File: config.mk
export PLATFORM = sky130hd
export DESIGN_NAME = lvl_irq_ctrl
export DESIGN_NICKNAME = d
export VERILOG_FILES = /design/src/rtl/lvl_irq_pkg.sv /design/src/rtl/lvl_irq_edge.sv /design/src/rtl/lvl_irq_pend.sv /design/src/rtl/lvl_irq_mask.sv /design/src/rtl/lvl_irq_arb.sv /design/src/rtl/lvl_irq_ctrl.sv
export SDC_FILE = /design/constraint.sdc
export NUM_CORES = 1
export LEC_CHECK = 0
export BUFFER_PORTS_ARGS = -buffer_cell sky130_fd_sc_hd__clkbuf_2
export CAP_MARGIN = 40
export CORE_MARGIN = 4
export CORE_UTILIZATION = 40
export CTS_CLUSTER_DIAMETER = 30
export DETAILED_ROUTE_END_ITERATION = 8
export PLACE_DENSITY = 0.78
export REMOVE_ABC_BUFFERS = 1
export SETUP_SLACK_MARGIN = 0.3
export SLEW_MARGIN = 30
export SYNTH_ARGS = -nofsm -noshare
export SYNTH_HDL_FRONTEND = slang
export SYNTH_SLANG_ARGS = --single-unit
File: constraint.sdc
create_clock -name clk -period 1.9 [get_ports clk]
set_input_delay 0.38 -clock clk [delete_from_list [all_inputs] [get_ports clk]]
set_output_delay 0.38 -clock clk [all_outputs]
set_load 0.03 [all_outputs]
File: src/rtl/lvl_irq_pkg.sv
package lvl_irq_pkg;

   // register-port target selected by the address decode
   typedef enum logic [1:0] {
      SEL_NONE = 2'd0,
      SEL_REQ  = 2'd1,
      SEL_MSK  = 2'd2
   } reg_sel_e;

endpackage

File: src/rtl/lvl_irq_edge.sv
module lvl_irq_edge #(
   parameter int N = 6
) (
   input  logic         clk,
   input  logic         rst_n,
   input  logic [N-1:0] lines_i,
   output logic [N-1:0] rise_o
);

   for (genvar i = 0; i < N; i++) begin : g_cell
      logic prev_q;
      always_ff @(posedge clk or negedge rst_n) begin
         if (!rst_n) prev_q <= 1'b0;
         else        prev_q <= lines_i[i];
      end
      assign rise_o[i] = lines_i[i] & ~prev_q;
   end

endmodule

File: src/rtl/lvl_irq_pend.sv
module lvl_irq_pend #(
   parameter int N  = 6,
   parameter int LW = 3
) (
   input  logic          clk,
   input  logic          rst_n,
   input  logic          arm_i,
   input  logic          wr_i,
   input  logic [N-1:0]  wdata_i,
   input  logic [N-1:0]  rise_i,
   input  logic          ack_i,
   input  logic          ack_vld_i,
   input  logic [LW-1:0] ack_lvl_i,
   output logic [N-1:0]  pend_o,
   output logic          armed_o
);

   localparam logic [N-1:0] ONE = {{(N-1){1'b0}}, 1'b1};

   logic [N-1:0] pend_q;
   logic         armed_q;
   logic [N-1:0] base;
   logic [N-1:0] clr;

   always_comb begin
      base = wr_i ? wdata_i : pend_q;
      clr  = (ack_i && ack_vld_i) ? (ONE << ack_lvl_i) : '0;
   end

   always_ff @(posedge clk or negedge rst_n) begin
      if (!rst_n) begin
         armed_q <= 1'b0;
         pend_q  <= '0;
      end else begin
         if (arm_i) armed_q <= 1'b1;
         // new edges are ORed in last so they win over clears
         if (!armed_q) pend_q <= '0;
         else          pend_q <= (base & ~clr) | rise_i;
      end
   end

   assign pend_o  = pend_q;
   assign armed_o = armed_q;

endmodule

File: src/rtl/lvl_irq_mask.sv
module lvl_irq_mask #(
   parameter int N = 6
) (
   input  logic         clk,
   input  logic         rst_n,
   input  logic         wr_i,
   input  logic [N-1:0] wdata_i,
   input  logic         wmaster_i,
   input  logic         ei_i,
   input  logic         di_i,
   input  logic         iret_i,
   input  logic         ack_i,
   output logic [N-1:0] mask_o,
   output logic         master_o
);

   logic [N-1:0] mask_q;
   logic         master_q;

   always_ff @(posedge clk or negedge rst_n) begin
      if (!rst_n) begin
         mask_q   <= '0;
         master_q <= 1'b0;
      end else begin
         if (wr_i) begin
            mask_q   <= wdata_i;
            master_q <= wmaster_i;
         end
         if (ei_i || iret_i) master_q <= 1'b1;
         // disabling sources take precedence over every setter
         if (di_i || ack_i)  master_q <= 1'b0;
      end
   end

   assign mask_o   = mask_q;
   assign master_o = master_q;

endmodule

File: src/rtl/lvl_irq_arb.sv
module lvl_irq_arb #(
   parameter int N  = 6,
   parameter int LW = 3
) (
   input  logic [N-1:0]  pend_i,
   input  logic [N-1:0]  mask_i,
   input  logic          master_i,
   output logic          req_o,
   output logic [LW-1:0] lvl_o
);

   logic [N-1:0] elig;

   always_comb begin
      elig  = pend_i & mask_i & {N{master_i}};
      req_o = |elig;
      lvl_o = '0;
      // scan from least urgent so the lowest index is written last
      for (int i = N - 1; i >= 0; i--) begin
         if (elig[i]) lvl_o = LW'(i);
      end
   end

endmodule

File: src/rtl/lvl_irq_ctrl.sv
module lvl_irq_ctrl #(
   parameter int          NUM_LVL  = 6,
   parameter int          DATA_W   = 8,
   parameter int          ADDR_W   = 8,
   parameter logic [7:0]  REQ_ADDR = 8'hFA,
   parameter logic [7:0]  MSK_ADDR = 8'hFB,
   parameter int          LVL_W    = 3
) (
   input  logic               clk,
   input  logic               rst_n,
   input  logic [NUM_LVL-1:0] irq_in,
   input  logic [ADDR_W-1:0]  reg_addr,
   input  logic               reg_wr,
   input  logic [DATA_W-1:0]  reg_wdata,
   output logic [DATA_W-1:0]  reg_rdata,
   input  logic               ei_stb,
   input  logic               di_stb,
   input  logic               iret_stb,
   input  logic               ack_stb,
   output logic               int_req,
   output logic [LVL_W-1:0]   int_lvl
);
   import lvl_irq_pkg::*;

   localparam int GAP_W  = DATA_W - 1 - NUM_LVL;
   localparam int MIN_LW = (NUM_LVL > 1) ? $clog2(NUM_LVL) : 1;

   if (NUM_LVL < 2 || GAP_W < 1) begin : g_bad_lvl
      $error("NUM_LVL must be at least 2 and leave a spare bit below the master enable");
   end
   if (LVL_W < MIN_LW) begin : g_bad_lw
      $error("LVL_W too narrow for NUM_LVL");
   end
   if (ADDR_W < 8 && (REQ_ADDR >> ADDR_W) != 0) begin : g_bad_addr
      $error("register addresses do not fit ADDR_W");
   end
   if (REQ_ADDR == MSK_ADDR) begin : g_bad_map
      $error("request and mask addresses must differ");
   end

   reg_sel_e           sel;
   logic               req_wr;
   logic               msk_wr;
   logic [NUM_LVL-1:0] rise_w;
   logic [NUM_LVL-1:0] pend_q;
   logic [NUM_LVL-1:0] mask_q;
   logic               master_q;
   logic               armed_q;
   logic [GAP_W-1:0]   unused_wbits;

   always_comb begin
      if (reg_addr == ADDR_W'(REQ_ADDR))      sel = SEL_REQ;
      else if (reg_addr == ADDR_W'(MSK_ADDR)) sel = SEL_MSK;
      else                                    sel = SEL_NONE;
   end

   assign req_wr       = reg_wr && (sel == SEL_REQ);
   assign msk_wr       = reg_wr && (sel == SEL_MSK);
   assign unused_wbits = reg_wdata[DATA_W-2:NUM_LVL];

   lvl_irq_edge #(.N(NUM_LVL)) u_edge (
      .clk     (clk),
      .rst_n   (rst_n),
      .lines_i (irq_in),
      .rise_o  (rise_w)
   );

   lvl_irq_pend #(.N(NUM_LVL), .LW(LVL_W)) u_pend (
      .clk       (clk),
      .rst_n     (rst_n),
      .arm_i     (ei_stb),
      .wr_i      (req_wr),
      .wdata_i   (reg_wdata[NUM_LVL-1:0]),
      .rise_i    (rise_w),
      .ack_i     (ack_stb),
      .ack_vld_i (int_req),
      .ack_lvl_i (int_lvl),
      .pend_o    (pend_q),
      .armed_o   (armed_q)
   );

   lvl_irq_mask #(.N(NUM_LVL)) u_mask (
      .clk       (clk),
      .rst_n     (rst_n),
      .wr_i      (msk_wr),
      .wdata_i   (reg_wdata[NUM_LVL-1:0]),
      .wmaster_i (reg_wdata[DATA_W-1]),
      .ei_i      (ei_stb),
      .di_i      (di_stb),
      .iret_i    (iret_stb),
      .ack_i     (ack_stb),
      .mask_o    (mask_q),
      .master_o  (master_q)
   );

   lvl_irq_arb #(.N(NUM_LVL), .LW(LVL_W)) u_arb (
      .pend_i   (pend_q),
      .mask_i   (mask_q),
      .master_i (master_q),
      .req_o    (int_req),
      .lvl_o    (int_lvl)
   );

   always_comb begin
      unique case (sel)
         SEL_REQ: reg_rdata = {{(DATA_W-NUM_LVL){1'b0}}, pend_q};
         SEL_MSK: reg_rdata = {master_q, {GAP_W{1'b0}}, mask_q};
         default: reg_rdata = '0;
      endcase
   end

endmodule

==> results.cfg <==
[outcome]
status = completed

[timing]
timing.fmax_mhz = 556
post-route-period-util = 0.947
hold_violations = 0
finalSetupTns_ns = 0
rsz0062_at_grt = true
fin_skew_ns = 0.00357
setup_viol = 0
max_slew_margin = 0.663
slew_viol_final = 0
period_needed_ns = 1.80
max_slew.worst_pin.slew_ns = 0.506

[clock_network]
cts-root-buf = clkbuf_4
clockBufferDepth = 2
numCtsBuffers = 3
clock-sinks = 20
cts_tree = built
clk_pin_slew_ns = 0.10
clkLatencyLatePin_ns = 0.31
cts-htree-levels = 1

[die]
rows = 18
die_w_um = 60.4
core_area_mm2 = 0.00254
dieHeight_um = 60.4
die-area_mm2 = 0.00365
io_pins = 41
initial_core_util = 0.432

[drt]
drtAntennaViolNets = 0
drt_iter0_drc = 55
dr.pass1.iters = 4
remaining_drc_errors = 0
num_vias = 1125
wire_per_inst_um = 18.2
viasPerCell = 5.98
drt_wl_total_um = 3420

[final_layout]
multi_input_area_um2 = 658
fin_nets = 189
syn_to_final_growth_pct = 54.4
drive_gt1_frac = 0.582
diodes = 0
seqCellArea_um2 = 502
final_util = 0.667
nFillCells = 191

[synthesis]
seq_area_frac_synth = 0.455
syn_area_mm2 = 0.00110
synth_top_area_share = 0.455
synth-seq-cells = 20
syn_inst = 100
synth_cell_types = 37
yosys-top-cells-area = dfrtp_1, mux2_4, a22o_1
async_reset_ff_frac = 1.00
synth-main-ff-cell = dfrtp_1
ys.warnings.count = 0
synth_enable_flop_cells = 0
avgSynthCellArea_um2 = 11.0
synth_top_cell_by_area = dfrtp_1

[global_route]
met1_usage = 0.223
antenna_found_initial = 0
use_met3 = 0.0362
grt_max_degree = 21
grt_remaining_overflow = 0
globalRouteMet2Util = 0.352
first_global_vias = 1200
grt_pass1_wl_um = 5240
gr-usage-all-layers = 0.196
top_usage_layer = met2

[critical_path]
crit_family = compound AO/OA/AOI/OAI gates
worstSetupStartpointType = flop
cp_max_fo = 3
arrival_ns = 1.42
critPathKind = reg2out
crit_buf_inv = 1
crit_required_ns = 1.52
slowest_stage = dfrtp_1
slowest_delay_ns = 0.43
endpoint_kind = output pin
worstPathCellList = a22oi_2 > nand2_1 > o21a_1 > buf_8

[pwr]
power.leakage_nw = 0.788
ir_drop_mv = 0.552
p_per_area_mw_per_mm2 = 491
finalPower_mw = 0.833

[run]
max_cap_viol_count = 0

[placed_design]
io_buffers = 38
dpl.hpwl_um = 2080
routabilityCongestion = 0.905

[worst_hold_path]
min_path_type = in2async
[metal layers]
metal	share of wire	routed length [µm]
met5	0	0
met1	0.37	1250
met4	0.016	56
met2	0.54	1850
met3	0.074	253
[worst paths after layout]
check	slack (ns)	depth (start not counted)	start	end
max in group asynchronous	1.52	1	rst_n	u_mask.master_o$_DFFE_PN0P_
max reg2reg	0.34	6	u_pend.pend_o[2]$_DFF_PN0_	u_pend.pend_o[3]$_DFF_PN0_
min	0.009	1	rst_n	u_mask.mask_o[3]$_DFFE_PN0P_
max	0.10	4	u_mask.mask_o[5]$_DFFE_PN0P_	int_req
min reg2reg	0.56	2	u_edge.g_cell[2].prev_q$_DFF_PN0_	u_pend.pend_o[2]$_DFF_PN0_
min in group clk	0.18	1	irq_in[3]	u_edge.g_cell[3].prev_q$_DFF_PN0_
[synthesized netlist by cell type, drive strengths merged, types with 2 or more instances]
master and n:
a22o 6, nand3 5, o211ai 5, o21a 2
nor3 2, a221oi 2, nand2 8, nand2b 2
mux2 9, buf 2, inv 3, o2111ai 2
nand3b 4, nor2b 3, nand4 5, dfrtp 20
mux2i 2, or4 2, nor2 3
[flip-flops by register name (all words and copies together), names as in the netlist]
register / cells
u_mask.master_o: 1
u_edge.g_cell.prev_q: 6
u_pend.armed_o: 1
u_pend.pend_o: 6
u_mask.mask_o: 6
[cell families (layout without fill, tap and decap cells)]
kind of cell,Yosys count,in the layout,synth area share
AOI/OAI and AO/OA,23,23,0.172
buffers and inverters,6,64,0.0307
DFF,20,20,0.455
muxes,11,11,0.131
other,1,1,0.00341
and+or+nand+nor,39,39,0.208
[layout make-up]
class / instances / share of cell area
Multi-Input combinational cell: 74 / 0.388
Inverter: 3 / 0.00663
Timing Repair Buffer: 58 / 0.275
Clock buffer: 3 / 0.0133
Sequential cell: 20 / 0.296
Tap cell: 30 / 0.0221
[what timing repair did]
action	4_1_cts	5_1_grt
gates resized for setup	38	18
buffers inserted	15	3
hold buffers	0	0
pin swaps	11	9
setup endpoints to repair	11	12
[power breakdown]
group	switching [mW]	internal [mW]
Combinational	0.0893	0.0866
Clock	0.129	0.0744
Sequential	0.0125	0.441
Total	0.231	0.602
[cells in the final DEF, fill, tap and decap left out, types with 3 or more instances in the layout]
cell,n
a22o_1,6
dfrtp_1,19
nand2_2,5
buf_8,3
nand4_1,5
clkbuf_4,3
buf_6,6
o211ai_1,5
mux2_4,6
nand3b_1,4
nand3_1,3
clkbuf_2,23
clkbuf_8,7
buf_4,19
[worst reg2reg max path, cell delays in order (launching register included)]
cell and delay, ns:
dfrtp_1 0.43, nand2_2 0.14, buf_4 0.14, buf_4 0.11, mux2_2 0.32, o31a_1 0.23, o21a_1 0.10
[through the flow]
stage | hold WS (ns) | std cells | setup slack, ns | instance area (µm²)
6_report | 0.00898 | 188 | 0.100 | 1700
5_1_grt | 0.0433 | 188 | 0.0550 | 1700
4_1_cts | 0.0257 | 185 | 0.134 | 1610
3_5_place_dp | 0.365 | 167 | -0.0795 | 1320
3_3_place_gp | 0.364 | 167 | -0.0602 | 1320
2_1_floorplan | 0.0844 | 97 | 0.149 | 1080
Note: power is estimated with default switching activity, not from simulation.
